[src/rtl/trail_pkg.sv]
package trail_pkg;

    typedef enum logic [1:0] {
        ST_IDLE = 2'd0,
        ST_READ = 2'd1,
        ST_UNDO = 2'd2
    } walk_state_e;

    // tag of a reference word in the two top bits
    localparam logic [1:0] REF_TAG = 2'b10;

endpackage

[src/rtl/trail_slot_addr.sv]
module trail_slot_addr #(
    parameter int          AW         = 28,
    parameter int          TP_W       = 16,
    parameter logic [27:0] TRAIL_BASE = 28'h000_0200
) (
    input  logic [TP_W-1:0] slot_idx,
    output logic [AW-1:0]   slot_addr
);
    localparam int EXT_W = AW - TP_W;

    logic [AW-1:0] idx_ext;

    generate
        if (EXT_W > 0) begin : g_ext
            assign idx_ext = {{EXT_W{1'b0}}, slot_idx};
        end else begin : g_same
            assign idx_ext = slot_idx[AW-1:0];
        end
    endgenerate

    assign slot_addr = TRAIL_BASE[AW-1:0] + idx_ext;

endmodule

[src/rtl/unbound_word_former.sv]
module unbound_word_former #(
    parameter int AW = 28,
    parameter int DW = 32
) (
    input  logic [AW-1:0] cell_ref,
    output logic [DW-1:0] unbound_word
);
    import trail_pkg::*;

    localparam int PAD_W = DW - AW - 4;

    generate
        if (PAD_W > 0) begin : g_pad
            assign unbound_word = {REF_TAG, 1'b0, 1'b0, {PAD_W{1'b0}}, cell_ref};
        end else begin : g_tight
            assign unbound_word = {REF_TAG, 1'b0, 1'b0, cell_ref};
        end
    endgenerate

endmodule

[src/rtl/trail_unwind_ctrl.sv]
module trail_unwind_ctrl #(
    parameter int AW   = 28,
    parameter int DW   = 32,
    parameter int TP_W = 16
) (
    input  logic            clk,
    input  logic            rst_n,
    input  logic            push_req,
    input  logic [AW-1:0]   push_addr,
    input  logic            fail_req,
    input  logic [TP_W-1:0] fail_mark,
    input  logic [AW-1:0]   slot_addr,
    input  logic [AW-1:0]   cell_addr,
    input  logic [DW-1:0]   unbound_word,
    output logic [TP_W-1:0] slot_idx,
    output logic            push_ack,
    output logic            busy,
    output logic            done,
    output logic            err,
    output logic [TP_W-1:0] trail_ptr,
    output logic            mem_req,
    output logic            mem_we,
    output logic [AW-1:0]   mem_addr,
    output logic [DW-1:0]   mem_wdata
);
    import trail_pkg::*;

    localparam logic [TP_W-1:0] TP_MAX = '1;
    localparam logic [TP_W-1:0] TP_ONE = {{(TP_W-1){1'b0}}, 1'b1};
    localparam int              ZX_W   = DW - AW;

    typedef struct packed {
        walk_state_e     state;
        logic [TP_W-1:0] tp;
        logic [TP_W-1:0] mark;
        logic            done;
        logic            err;
    } ctrl_t;

    ctrl_t cs_q, cs_d;
    logic [TP_W-1:0] tp_below;
    logic            last_entry;

    assign tp_below   = cs_q.tp - TP_ONE;
    assign last_entry = (tp_below == cs_q.mark);

    always_comb begin
        cs_d      = cs_q;
        cs_d.done = 1'b0;
        cs_d.err  = 1'b0;
        push_ack  = 1'b0;
        mem_req   = 1'b0;
        mem_we    = 1'b0;
        mem_addr  = '0;
        mem_wdata = '0;
        slot_idx  = cs_q.tp;
        case (cs_q.state)
            ST_IDLE: begin
                if (fail_req) begin
                    if (fail_mark > cs_q.tp) begin
                        cs_d.err = 1'b1;
                    end else if (fail_mark == cs_q.tp) begin
                        cs_d.done = 1'b1;
                    end else begin
                        cs_d.mark  = fail_mark;
                        cs_d.state = ST_READ;
                    end
                end else if (push_req && (cs_q.tp != TP_MAX)) begin
                    push_ack  = 1'b1;
                    mem_req   = 1'b1;
                    mem_we    = 1'b1;
                    mem_addr  = slot_addr;
                    mem_wdata = {{ZX_W{1'b0}}, push_addr};
                    cs_d.tp   = cs_q.tp + TP_ONE;
                end
            end
            ST_READ: begin
                slot_idx   = tp_below;
                mem_req    = 1'b1;
                mem_addr   = slot_addr;
                cs_d.state = ST_UNDO;
            end
            ST_UNDO: begin
                mem_req    = 1'b1;
                mem_we     = 1'b1;
                mem_addr   = cell_addr;
                mem_wdata  = unbound_word;
                cs_d.tp    = tp_below;
                cs_d.state = last_entry ? ST_IDLE : ST_READ;
                cs_d.done  = last_entry;
            end
            default: begin
                cs_d.state = ST_IDLE;
            end
        endcase
    end

    always_ff @(posedge clk) begin
        if (!rst_n) begin
            cs_q <= '{state: ST_IDLE, tp: '0, mark: '0, done: 1'b0, err: 1'b0};
        end else begin
            cs_q <= cs_d;
        end
    end

    assign busy      = (cs_q.state != ST_IDLE);
    assign done      = cs_q.done;
    assign err       = cs_q.err;
    assign trail_ptr = cs_q.tp;

    AST_PUSH_STEP: assert property (@(posedge clk) disable iff (!rst_n)
        push_ack |=> (trail_ptr == $past(trail_ptr) + TP_ONE));
    AST_BUSY_ABOVE_MARK: assert property (@(posedge clk) disable iff (!rst_n)
        busy |-> (trail_ptr > cs_q.mark));
    AST_UNDO_STEP: assert property (@(posedge clk) disable iff (!rst_n)
        (busy && mem_we) |=> (trail_ptr == $past(trail_ptr) - TP_ONE));
    AST_DONE_IDLE: assert property (@(posedge clk) disable iff (!rst_n)
        done |-> !busy);
    AST_NO_ACK_BUSY: assert property (@(posedge clk) disable iff (!rst_n)
        busy |-> !push_ack);
    AST_BAD_MARK: assert property (@(posedge clk) disable iff (!rst_n)
        (fail_req && !busy && (fail_mark > trail_ptr)) |=> (err && !busy && $stable(trail_ptr)));
    AST_FULL_REFUSE: assert property (@(posedge clk) disable iff (!rst_n)
        (trail_ptr == TP_MAX) |-> !push_ack);

endmodule

[src/rtl/trail_unwind_engine.sv]
module trail_unwind_engine #(
    parameter int          AW         = 28,
    parameter int          DW         = 32,
    parameter int          TP_W       = 16,
    parameter logic [27:0] TRAIL_BASE = 28'h000_0200
) (
    input  logic            clk,
    input  logic            rst_n,
    input  logic            push_req,
    input  logic [AW-1:0]   push_addr,
    output logic            push_ack,
    input  logic            fail_req,
    input  logic [TP_W-1:0] fail_mark,
    output logic            busy,
    output logic            done,
    output logic            err,
    output logic [TP_W-1:0] trail_ptr,
    output logic            mem_req,
    output logic            mem_we,
    output logic [AW-1:0]   mem_addr,
    output logic [DW-1:0]   mem_wdata,
    input  logic [DW-1:0]   mem_rdata
);
    logic [TP_W-1:0] slot_idx;
    logic [AW-1:0]   slot_addr;
    logic [DW-1:0]   unbound_word;

    trail_slot_addr #(
        .AW(AW), .TP_W(TP_W), .TRAIL_BASE(TRAIL_BASE)
    ) u_slot (
        .slot_idx (slot_idx),
        .slot_addr(slot_addr)
    );

    unbound_word_former #(
        .AW(AW), .DW(DW)
    ) u_former (
        .cell_ref    (mem_rdata[AW-1:0]),
        .unbound_word(unbound_word)
    );

    trail_unwind_ctrl #(
        .AW(AW), .DW(DW), .TP_W(TP_W)
    ) u_ctrl (
        .clk         (clk),
        .rst_n       (rst_n),
        .push_req    (push_req),
        .push_addr   (push_addr),
        .fail_req    (fail_req),
        .fail_mark   (fail_mark),
        .slot_addr   (slot_addr),
        .cell_addr   (mem_rdata[AW-1:0]),
        .unbound_word(unbound_word),
        .slot_idx    (slot_idx),
        .push_ack    (push_ack),
        .busy        (busy),
        .done        (done),
        .err         (err),
        .trail_ptr   (trail_ptr),
        .mem_req     (mem_req),
        .mem_we      (mem_we),
        .mem_addr    (mem_addr),
        .mem_wdata   (mem_wdata)
    );

    // trail entries hold zero-extended cell addresses
    AST_ENTRY_CLEAN: assert property (@(posedge clk) disable iff (!rst_n)
        (busy && mem_we) |-> (mem_rdata[DW-1:AW] == '0));

endmodule

[config.mk]
export PLATFORM = sky130hd
export DESIGN_NAME = trail_unwind_engine
export DESIGN_NICKNAME = d
export VERILOG_FILES = /design/src/rtl/trail_pkg.sv /design/src/rtl/trail_slot_addr.sv /design/src/rtl/unbound_word_former.sv /design/src/rtl/trail_unwind_ctrl.sv /design/src/rtl/trail_unwind_engine.sv
export SDC_FILE = /design/constraint.sdc
export NUM_CORES = 1
export LEC_CHECK = 0
export BUFFER_PORTS_ARGS = -buffer_cell sky130_fd_sc_hd__buf_2
export CAP_MARGIN = 20
export CORE_MARGIN = 8
export CORE_UTILIZATION = 40
export DETAILED_ROUTE_END_ITERATION = 12
export PLACE_DENSITY = 0.78
export SYNTH_ARGS = -nofsm -noshare
export SYNTH_HDL_FRONTEND = slang
export SYNTH_SLANG_ARGS = --single-unit
export TNS_END_PERCENT = 100
[constraint.sdc]
create_clock -name clk -period 3 [get_ports clk]
set_clock_uncertainty 0.15 [all_clocks]
set_input_delay 0.3 -clock clk [delete_from_list [all_inputs] [get_ports clk]]
set_output_delay 0.3 -clock clk [all_outputs]
set_load 0.02 [all_outputs]
==> metrics.md <==
| Metric | Value |
|---|---|
| Cell mode on critical path | buf_4 |
| Die Y | 113.9 um |
| Vias in the first global route | around 4500 |
| Initial antenna violation count | 0 |
| Clk slew on worst S/H paths | 0.09 ns |
| Crit-path cells | inv_4 > ha_4 > or3b_4 > buf_4 > nor3_1 > o21ai_0 > o21ai_1 > o21a_1 > or4b_4 > a21oi_2 > buf_4 |
| I/O Buffers | 154 |
| Initial core utilization | 41.32% |
| Core area | about 0.0093 mm2 |
| Tightest Hold Check Type | input port to register |
| Max_slew headroom | 61.90% |
| Comb pwr share | 43.9% |
| Worst reg2reg endpoint | u_ctrl.cs_q[34] |
| Ys Warns | 0 |
| Via density per instance | 5.585 |
| Leakage | 2.689 nW |
| Cell Area, Synth | 0.003836 mm2 |
| Most frequent cells in the layout | 147 x buf_2, 63 x buf_4, 37 x a21oi_1 |
| Share of total power in the clock network | roughly a quarter |
| Synth top area share | 18.79% |
| Cell Int Power | about 1.1 mW |
| Part of the power in registers | 30.0% |
| Worst EP arrival | 2.80 ns |
| TritonCTS clock tree | built |
| Post-synthesis simple-gate area fraction | a little over a quarter |
| Nets | 781 |
| Routed vias | 4507 |
| Critical path data required time | 2.55 ns |
| Mux share of post-synthesis cell area | 4.729% |
| CTS Root Cell | clkbuf_8 |
| Pins Over Slew Limit | 0 |
| Largest net degree at the start of global routing | 37 |
| Tmin final | between 3 and 4 ns |
| Synth top area cells | dfxtp_1 19%, xnor2_1 8.0%, ha_1 7.8% |
| Most common cell after layout, fill and taps aside | buf_2 |
| CTS Buf Count | 5 |
| Synth cell types | 62 |
| Kind of end point of the critical path | primary output |
| Hold WS | 0.1200 ns |
| Proportion of layout cells with a drive suffix above 1 | 40.86% |
| Startpoint Class | register |
| Final core area utilization | approximately 57% |
| Gpl congestion | 0.9450 |
| Sw Share | 37.10% |
| Fin crit share | 108.5% |
| R2r startpoint | u_ctrl.trail_ptr[0] |
| # hold bufs at CTS | 0 |
| NetSw | roughly 0.63 mW |
| Worst-Margin Slew | 0.5715 ns |
| Clk buf depth | 2 |
| Max FO, Critical Path | 4 |
| Diodes inserted | 0 |
| Mapped Cells | roughly 500 |
| Largest family of logic cells by synthesized area | simple AND/OR/NAND/NOR gates |
| Num rows | 35 |
| Hold Fails Final Rpt | 0 |
| Primary FF master, synth | dfxtp_1 |
| R2R depth | 11 |
| Crit-path slowest cell | or4b_4 |
| Die area | 0.01298 mm2 |
| GRT Total Usage | 22.06% |
| Residual DRC | 0 |
| HP Start | fail_mark[0] |
| Post-Place Setup Slack | around 0.011 ns |
| Die width | 113.9 um |
| Synth Area in Adders | 7.828% |
| IO Pins | 162 |
| PnR worst setup slack | -0.2547 ns |
| DR pass1 iterations | 5 |
| TritonCTS Sinks | 36 |
| Avg WL per Cell | about 19 um |
| Worst vdd ir | about 0.16 mV |
| Max Freq | about 0.3 GHz |
| Xor-xnor portion of the synthesized cell area | 10.27% |
| Fraction of registers with async set/reset | 0% |
| # setup viols final | 5 |
| Leading area contributor after synthesis | dfxtp_1 |
| Kind of critical path | register to primary output |
| EDFF count, synth | 0 |
| Routed Antenna Nets | 0 |
| WL final | 15240 um |
| PwrDens | 320.5 mW/mm2 |
| Failing checks | negative setup slack |
| First-pass GRT wire length | 23200 um |
| Area Overhead vs Synth | 38.78% |
| Yosys reg bits | 36 |
| H-Tree Depth | 2 |
| Skew-Pair Late Insertion Delay | approximately 0.3 ns |
| Remaining Overflow, GRT | 0 |
| RSZ-0062 raised after global routing | true |
| R2R Setup Slk | 0.08 ns |
| Hpwl dp | 12160 um |
| Max-Cap Viols | 0 |
| Largest stage delay on the critical path | 0.46 ns |
| Avg Cell Area, Syn | 7.596 um2 |
| Initial drt markers | 541 |
| Outcome | finished, violations left |
| Worst Hold Path Cells | 3 |
| Sequential fraction of the synthesis area | 18.79% |
| Compound-gate portion of the synthesized area | 21.10% |
| Hold EP | u_ctrl.cs_q[2] |
[worst max-delay path, delay by kind of cell, from the launching register on]
family	cells	cell delay (ns)
AND/OR/NAND/NOR	3	1.03
AO/OA/AOI/OAI	4	0.57
buffers and inverters	3	0.39
flip-flops	1	0.37
adder cells (fa/ha/maj)	1	0.13
[power groups by stage]
stage / Sequential, mW / Combinational [mW] / Clock, mW
CTS: 0.511 / 0.721 / 0.446
finish: 0.512 / 0.749 / 0.445
global route: 0.514 / 0.804 / 0.468
floorplan: 0.521 / 0.422 / 0
detailed placement: 0.523 / 0.681 / 0
global placement: 0.521 / 0.666 / 0
[through the flow]
step	TNS (ns)	total power [mW]	cells	cell area [um2]
final	-0.9418	1.706	807	5324
after detailed placement	0	1.204	790	4932
after floorplan	0	0.9430	507	3867
after CTS	-0.9275	1.678	807	5229
after global routing	-1.559	1.786	807	5324
after global placement	0	1.187	790	4932
[sequential cells by signal, indices dropped and copies added (netlist names)]
register / count
u_ctrl.trail_ptr: 16
u_ctrl.err: 1
u_ctrl.done: 1
u_ctrl.cs_q: 18
[layout make-up]
type / count / area (um2)
Timing Repair Buffer: 215 / 1274
Clock buffer: 6 / 72.57
Inverter: 26 / 102.6
Tap cell: 129 / 161.4
Sequential cell: 36 / 733.2
Clock inverter: 2 / 35.03
Fill cell: 879 / 3960
Multi-Input combinational cell: 393 / 2945
[synth_stat cells, types with 6 or more instances]
library cell / count
xnor2_1: 35
and2_1: 23
a21oi_1: 41
nor2b_1: 17
a21o_1: 14
nor3_2: 6
ha_1: 24
mux2i_1: 17
o21ai_0: 15
nand2_1: 34
clkbuf_1: 23
nand4_1: 8
nor4_1: 6
inv_1: 24
nand3_1: 14
a22o_1: 13
buf_4: 19
nor2_1: 27
buf_2: 8
nor3_1: 12
dfxtp_1: 36
or3_1: 7
xor2_1: 10
[how the worst max path moves through the flow]
| stage | from | to | cells after the start |
|---|---|---|---|
| 3_5_place_dp | u_ctrl.trail_ptr[0] | mem_addr[14] | 10 |
| 4_1_cts | u_ctrl.trail_ptr[0] | mem_addr[16] | 10 |
| 3_3_place_gp | u_ctrl.trail_ptr[0] | mem_addr[14] | 10 |
| 6_report | u_ctrl.trail_ptr[0] | mem_addr[16] | 11 |
| 2_1_floorplan | u_ctrl.trail_ptr[0] | mem_addr[14] | 9 |
| 5_1_grt | u_ctrl.trail_ptr[0] | mem_addr[16] | 10 |
[cells by family after synthesis]
| logic type | after synthesis |
|---|---|
| fa+ha+maj | 24 |
| other cells | 1 |
| mux | 18 |
| xor+xnor | 45 |
| flops | 36 |
| simple gates | 182 |
| buf+inv | 78 |
| compound gates | 121 |
[timing repair]
action / 4_1_cts / 5_1_grt
endpoints found under the hold margin: 0 / 0
pin swaps: 13 / 10
resized for setup: 31 / 21
buffers inserted: 9 / 0
endpoints found under the setup margin: 6 / 13
[layer usage]
layer	wire (um)	track usage [%]	vias to the layer above
met5	0	0	-
met4	305	6.389	0
met3	1036	3.803	39
met2	7865	40.58	232
met1	6030	25.33	2132
li1	-	-	2104
Power figures use the tool's default switching activity.
